File: config.mk
export PLATFORM = sky130hd
export DESIGN_NAME = sadc_frame_ctrl
export DESIGN_NICKNAME = d
export VERILOG_FILES = /design/src/rtl/sadc_pkg.sv /design/src/rtl/sadc_tick_gen.sv /design/src/rtl/sadc_frame_seq.sv /design/src/rtl/sadc_shift_capture.sv /design/src/rtl/sadc_frame_ctrl.sv
export SDC_FILE = /design/constraint.sdc
export NUM_CORES = 1
export LEC_CHECK = 0
export ABC_AREA = 0
export BUFFER_PORTS_ARGS = -buffer_cell sky130_fd_sc_hd__buf_4
export CAP_MARGIN = 0
export CORE_MARGIN = 2
export CORE_UTILIZATION = 61
export CTS_BUF_LIST = sky130_fd_sc_hd__clkbuf_8
export CTS_CLUSTER_DIAMETER = 200
export DETAILED_ROUTE_END_ITERATION = 12
export PLACE_DENSITY = 0.93
export RECOVER_POWER = 100
export SLEW_MARGIN = 20
export SYNTH_ARGS = -nofsm -noshare
export SYNTH_HDL_FRONTEND = slang
export SYNTH_HIERARCHICAL = 1
export SYNTH_SLANG_ARGS = --single-unit
export TNS_END_PERCENT = 100
File: constraint.sdc
create_clock -name clk -period 2.2 [get_ports clk]
set_input_delay 0.22 -clock clk [delete_from_list [all_inputs] [get_ports clk]]
set_output_delay 0.22 -clock clk [all_outputs]
set_load 0.05 [all_outputs]
File: src/rtl/sadc_pkg.sv
package sadc_pkg;
   typedef enum logic {
      PH_IDLE = 1'b0,
      PH_RUN  = 1'b1
   } seq_phase_e;
endpackage

File: src/rtl/sadc_tick_gen.sv
module sadc_tick_gen #(
   parameter int DIV_HALF = 2
) (
   input  logic clk,
   input  logic rst_n,
   output logic tick_o
);
   localparam int CW = (DIV_HALF > 1) ? $clog2(DIV_HALF) : 1;
   localparam logic [CW-1:0] TOP = CW'(DIV_HALF - 1);

   logic [CW-1:0] cnt_q;

   assign tick_o = (cnt_q == TOP);

   always_ff @(posedge clk) begin
      if (!rst_n)      cnt_q <= '0;
      else if (tick_o) cnt_q <= '0;
      else             cnt_q <= cnt_q + 1'b1;
   end
endmodule

File: src/rtl/sadc_frame_seq.sv
module sadc_frame_seq
   import sadc_pkg::*;
#(
   parameter int DATA_W      = 12,
   parameter int CNT_W       = 8,
   parameter int MIN_PERIODS = 16,
   parameter int ACQ_PERIODS = 4
) (
   input  logic             clk,
   input  logic             rst_n,
   input  logic             tick_i,
   input  logic             start_i,
   input  logic [CNT_W-1:0] periods_i,
   output logic             conv_o,
   output logic             sclk_o,
   output logic             cap_o,
   output logic             last_o
);
   localparam int HALF_W     = CNT_W + 2;
   localparam int ACQ_HALVES = 2 * ACQ_PERIODS;
   localparam int AW         = $clog2(ACQ_HALVES + 1);
   localparam logic [CNT_W-1:0]  MIN_N    = CNT_W'(MIN_PERIODS);
   localparam logic [CNT_W-1:0]  ACQ_N    = CNT_W'(ACQ_PERIODS);
   localparam logic [HALF_W-1:0] LAST_CAP = HALF_W'(2 * DATA_W);
   localparam logic [AW-1:0]     ACQ_FULL = AW'(ACQ_HALVES);

   seq_phase_e        phase_q;
   logic [HALF_W-1:0] half_q;
   logic [CNT_W-1:0]  nper_q;
   logic              pend_q;
   logic              conv_q;
   logic              sclk_q;
   logic [AW-1:0]     acq_q;

   logic [CNT_W-1:0]  nper_next;
   logic [HALF_W-1:0] end_half;
   logic [HALF_W-1:0] rise_half;
   logic [HALF_W-1:0] half_inc;
   logic              want;
   logic              frame_end;
   logic              ready;
   logic              launch;

   always_comb begin
      nper_next = (periods_i < MIN_N) ? MIN_N : periods_i;
      end_half  = {1'b0, nper_q, 1'b0};
      rise_half = {1'b0, nper_q - ACQ_N, 1'b1};
      half_inc  = half_q + 1'b1;
      want      = pend_q | start_i;
      frame_end = (phase_q == PH_RUN) && (half_q == end_half);
      ready     = (phase_q == PH_IDLE) ? (acq_q == ACQ_FULL) : frame_end;
      launch    = tick_i && want && ready;
   end

   always_ff @(posedge clk) begin
      if (!rst_n) begin
         phase_q <= PH_IDLE;
         half_q  <= '0;
         nper_q  <= MIN_N;
         pend_q  <= 1'b0;
         conv_q  <= 1'b1;
         sclk_q  <= 1'b0;
         acq_q   <= '0;
      end else begin
         pend_q <= want && !launch;
         if (launch) begin
            phase_q <= PH_RUN;
            half_q  <= '0;
            nper_q  <= nper_next;
            conv_q  <= 1'b0;
            sclk_q  <= 1'b0;
         end else if (tick_i) begin
            if (phase_q == PH_IDLE) begin
               if (acq_q != ACQ_FULL) acq_q <= acq_q + 1'b1;
            end else if (frame_end) begin
               phase_q <= PH_IDLE;
               acq_q   <= ACQ_FULL;
               conv_q  <= 1'b1;
               sclk_q  <= 1'b0;
            end else begin
               half_q <= half_inc;
               sclk_q <= half_inc[0];
               if (half_inc == rise_half) conv_q <= 1'b1;
            end
         end
      end
   end

   assign conv_o = conv_q;
   assign sclk_o = sclk_q;
   assign cap_o  = tick_i && (phase_q == PH_RUN) && !half_q[0]
                   && (half_q != '0) && (half_q <= LAST_CAP);
   assign last_o = cap_o && (half_q == LAST_CAP);
endmodule

File: src/rtl/sadc_shift_capture.sv
module sadc_shift_capture #(
   parameter int DATA_W = 12
) (
   input  logic              clk,
   input  logic              rst_n,
   input  logic              cap_i,
   input  logic              last_i,
   input  logic              din_i,
   output logic [DATA_W-1:0] result_o,
   output logic              valid_o
);
   logic [DATA_W-2:0] shift_q;

   always_ff @(posedge clk) begin
      if (!rst_n) begin
         shift_q  <= '0;
         result_o <= '0;
         valid_o  <= 1'b0;
      end else begin
         valid_o <= 1'b0;
         if (cap_i) shift_q <= {shift_q[DATA_W-3:0], din_i};
         if (last_i) begin
            result_o <= {shift_q, din_i};
            valid_o  <= 1'b1;
         end
      end
   end
endmodule

File: src/rtl/sadc_frame_ctrl.sv
module sadc_frame_ctrl #(
   parameter int DATA_W      = 12,
   parameter int CNT_W       = 8,
   parameter int MIN_PERIODS = 16,
   parameter int ACQ_PERIODS = 4,
   parameter int DIV_HALF    = 2
) (
   input  logic              clk,
   input  logic              rst_n,
   input  logic              start_i,
   input  logic [CNT_W-1:0]  periods_i,
   input  logic              adc_dout_i,
   output logic              adc_conv_o,
   output logic              adc_sclk_o,
   output logic [DATA_W-1:0] result_o,
   output logic              result_valid_o
);
   if (DIV_HALF < 1) begin : g_bad_div
      $error("DIV_HALF must be at least 1");
   end
   if (DATA_W < 4) begin : g_bad_width
      $error("DATA_W must be at least 4");
   end
   if (ACQ_PERIODS < 1) begin : g_bad_acq
      $error("ACQ_PERIODS must be at least 1");
   end
   if (MIN_PERIODS < DATA_W + ACQ_PERIODS) begin : g_bad_min
      $error("MIN_PERIODS too small for data plus acquisition");
   end
   if (MIN_PERIODS >= (1 << CNT_W)) begin : g_bad_cnt
      $error("CNT_W cannot hold MIN_PERIODS");
   end

   logic tick;
   logic cap;
   logic last;

   sadc_tick_gen #(
      .DIV_HALF(DIV_HALF)
   ) i_tick (
      .clk   (clk),
      .rst_n (rst_n),
      .tick_o(tick)
   );

   sadc_frame_seq #(
      .DATA_W     (DATA_W),
      .CNT_W      (CNT_W),
      .MIN_PERIODS(MIN_PERIODS),
      .ACQ_PERIODS(ACQ_PERIODS)
   ) i_seq (
      .clk      (clk),
      .rst_n    (rst_n),
      .tick_i   (tick),
      .start_i  (start_i),
      .periods_i(periods_i),
      .conv_o   (adc_conv_o),
      .sclk_o   (adc_sclk_o),
      .cap_o    (cap),
      .last_o   (last)
   );

   sadc_shift_capture #(
      .DATA_W(DATA_W)
   ) i_cap (
      .clk     (clk),
      .rst_n   (rst_n),
      .cap_i   (cap),
      .last_i  (last),
      .din_i   (adc_dout_i),
      .result_o(result_o),
      .valid_o (result_valid_o)
   );
endmodule

==> key figures <==
Timing
  • Number of hold violations in the final report: 0
  • RSZ-0062 raised after global routing: no
  • Final worst clock skew: 6.27 ps
  • Post-route minimum period: 2070 ps
  • Max-slew violations: 0
  • Maximum clock frequency: 483 MHz
  • Pin slew with the least headroom to its limit: 610 ps
  • Final count of negative-setup-slack endpoints: 0
  • Sum of negative setup slack: 0 ps
  • Worst slew margin: 0.595
  • Fraction of the cycle the final worst path needs: 0.942

Yosys
  • Syn nets: 297
  • Leading register cell type out of synthesis: dfxtp_1
  • Number of synthesized flops with an enable pin: 0
  • Number of distinct library cells after synthesis: 53
  • Cell count after synthesis: 280
  • Cell Area, Synth: 0.00264 mm²
  • Mean post-synth cell area: 9.44 µm²
  • Count of yosys warnings during synthesis: 6
  • Share of the yosys chip area belonging to registers: 0.386
  • Count of state elements after synthesis: 51
  • Share of synthesized registers carrying an async set or reset: 0

Global route
  • Routing usage on met3: 0.0567
  • Routing usage on met1: 0.260
  • Initial antenna violation count: 0
  • Pin count of the biggest net entering global routing: 32
  • Via count of the first global-routing pass: 1996
  • GR Overflow Total: 0
  • Global routing usage summed across all routing layers: 0.222
  • GRT busiest layer: met2
  • Global routing usage on met2: 0.383
  • First-pass GRT wire length: 8850 µm

Die
  • Die Width: 69.8 µm
  • Height of the die: 69.8 µm
  • Initial cell density of the core: 0.647
  • Number of placement rows: 23
  • Area of the core: 0.00409 mm²
  • IO Pins: 27
  • Die outline area: 0.00488 mm²

Critical path
  • Critical-path cell list: inv_1 > ha_1 > xnor2_2 > nand4_1 > o221ai_1 > o32ai_1 > or3_1 > o22ai_1
  • Launch instance of the worst register-to-register path: i_seq/nper_q[2]
  • Crit path launch: i_seq/nper_q[2]
  • Capturing element type of the critical path: flop
  • Element type at the critical path start: flop
  • Slowest stage cell, crit path: dfxtp_1
  • WP data required: 2430 ps
  • Start-to-end type of the worst setup path: reg -> reg
  • Stage delay of the slowest cell on the critical path: 410 ps
  • Crit-path max FO: 5
  • Crit path DAT: 2310 ps

Min path
  • Min-Delay Path Class: in -> reg
  • Launch point of the worst hold path: periods_i[2]

Power
  • Largest vdd supply drop: 0.000296 V
  • Clock network power share: 0.396
  • Fraction of power spent switching nets: 0.212
  • Total power density per cell area: 567 mW/mm²
  • Share of power burned in combinational logic: 0.037
  • Internal power summed over all cells: 0.00130 W
  • Sequential power share: 0.567
  • Static Leakage: 1.03 nW
  • Post-layout total power: 0.00165 W
  • Net switching component of the power: 0.000350 W

Routing
  • Initial DRC Count: 72
  • ANT nets after route: 0
  • Routed wire length per instance: 14.9 µm
  • Drt pass-1 iters: 4
  • Via-to-Cell Ratio: 5.84
  • Detailed-route wire length: 5300 µm
  • Via count: 2078
  • Remaining routing DRC violations: 0

CTS
  • Post-CTS setup repair buffer count: 0
  • TritonCTS clock tree: yes
  • Clock root buffer: clkbuf_8
  • Reg clk slew, reported paths: 90 ps
  • Number of clock sinks seen by CTS: 51
  • Buffer depth of the longest clock path: 2
  • Number of cells upsized or downsized after cts: 0
  • Cts-stage hold buffer count: 0
  • H-tree level count: 2
  • Skew-Pair Late Insertion Delay: 310 ps
  • Cts bufs inserted: 5

Run status
  • Result of the run: finished, final reports clean

Flow run
  • Max-capacitance violation count: 0

Layout
  • # diodes: 0
  • Leading cell type in the layout, fill and taps excluded: dfxtp_1
  • Core utilization of the finished layout: 0.712
  • Number of nets in the layout: 322
  • Share of layout cells above drive strength 1: 0.141
  • Layout Area Growth over Synthesis: 9.99%
  • Final Instance Area: 0.00291 mm²
  • Top library cells by usage in the layout, fill and taps aside: dfxtp_1, nor2b_1, mux2i_1

Placement
  • Placed instance area: 0.00286 mm²
  • IO buf count: 26
  • Routability congestion estimate: 0.930
  • HPWL after detailed placement: 3600 µm
==> critical path, delay by kind of cell, from the launching register on <==
family	cells	cell delay, ps
AO/OA/AOI/OAI	3	580
XOR/XNOR	1	230
adder cells (fa/ha/maj)	1	230
buffers and inverters	1	60
flip-flops	1	410
AND/OR/NAND/NOR	2	490
==> logic make-up after synthesis <==
group	synth area share
xor gates and xnor gates	0.0795
buffers and inverters	0.0587
adders and majority gates	0.0237
AOI/OAI and AO/OA	0.133
DFF	0.386
and+or+nand+nor	0.228
muxes	0.0913
==> cell usage after synthesis, types with 2 or more instances <==
| cell | number | area, µm² |
|---|---|---|
| dfxtp_1 | 51 | 1020 |
| nor2b_1 | 27 | 169 |
| mux2i_1 | 23 | 230 |
| nor2_1 | 19 | 71.3 |
| xor2_1 | 14 | 123 |
| nand2_1 | 13 | 48.8 |
| inv_1 | 11 | 41.3 |
| nand4_1 | 10 | 62.6 |
| xnor2_1 | 10 | 87.6 |
| a21oi_1 | 8 | 40.0 |
| nor3_1 | 8 | 40.0 |
| buf_2 | 6 | 30.0 |
| and3_1 | 5 | 31.3 |
| clkbuf_1 | 5 | 18.8 |
| ha_1 | 5 | 62.6 |
| a22o_2 | 4 | 40.0 |
| and2_1 | 4 | 25.0 |
| buf_6 | 4 | 45.0 |
| o21ai_0 | 4 | 20.0 |
| a22o_1 | 3 | 26.3 |
| a31oi_1 | 3 | 18.8 |
| nand3_1 | 3 | 15.0 |
| o31ai_1 | 3 | 22.5 |
| a211oi_1 | 2 | 15.0 |
| a311oi_1 | 2 | 17.5 |
| a31o_2 | 2 | 17.5 |
| nand2b_1 | 2 | 12.5 |
| nor4_1 | 2 | 12.5 |
| o211ai_1 | 2 | 15.0 |
| o22ai_1 | 2 | 12.5 |
==> state kept, by name, indices dropped and copies added (netlist names), 4 cells and up <==
name and flops:
i_seq/acq_q 4, i_cap/shift_q 11, i_seq/nper_q 8, i_cap/result_o 12
i_seq/half_q 10
==> stage by stage <==
| step | hold slack (ps) | setup WS (ps) | std cells |
|---|---|---|---|
| after global routing | 109 | 18.1 | 356 |
| after global placement | 435 | 267 | 348 |
| final | 119 | 128 | 356 |
| after detailed placement | 438 | 199 | 348 |
| after CTS | 114 | 63.0 | 356 |
| after floorplan | 346 | 324 | 280 |
==> layout make-up <==
type / count / area, µm²
Inverter: 11 / 41.3
Timing Repair Buffer: 34 / 189
Fill cell: 340 / 1180
Multi-Input combinational cell: 202 / 1480
Clock buffer: 5 / 68.8
Tap cell: 50 / 62.6
Clock inverter: 3 / 46.3
Sequential cell: 51 / 1020
==> power by group through the flow <==
| stage | Clock [W] | Sequential (W) | Combinational [W] |
|---|---|---|---|
| final | 0.000654 | 0.000935 | 0.0000614 |
| after detailed placement | 0 | 0.000956 | 0.0000609 |
| after floorplan | 0 | 0.000955 | 0.0000366 |
| after CTS | 0.000672 | 0.000935 | 0.0000613 |
| after global routing | 0.000709 | 0.000936 | 0.0000691 |
| after global placement | 0 | 0.000956 | 0.0000602 |
==> metal layers <==
metal / wire length (µm) / part of all wire
met2: 2600 / 0.49
met5: 0 / 0
met3: 286 / 0.054
met4: 131 / 0.025
met1: 2280 / 0.43
==> path summary, 6_finish.rpt <==
path	cells past startpoint	to	slack [ps]
setup reg to reg	8	i_seq/conv_o	130
hold / removal	2	i_seq/nper_q[2]	120
setup / recovery	8	i_seq/conv_o	130
hold reg to reg	2	i_seq/sclk_o	470
Note: power is estimated with default switching activity, not from simulation.
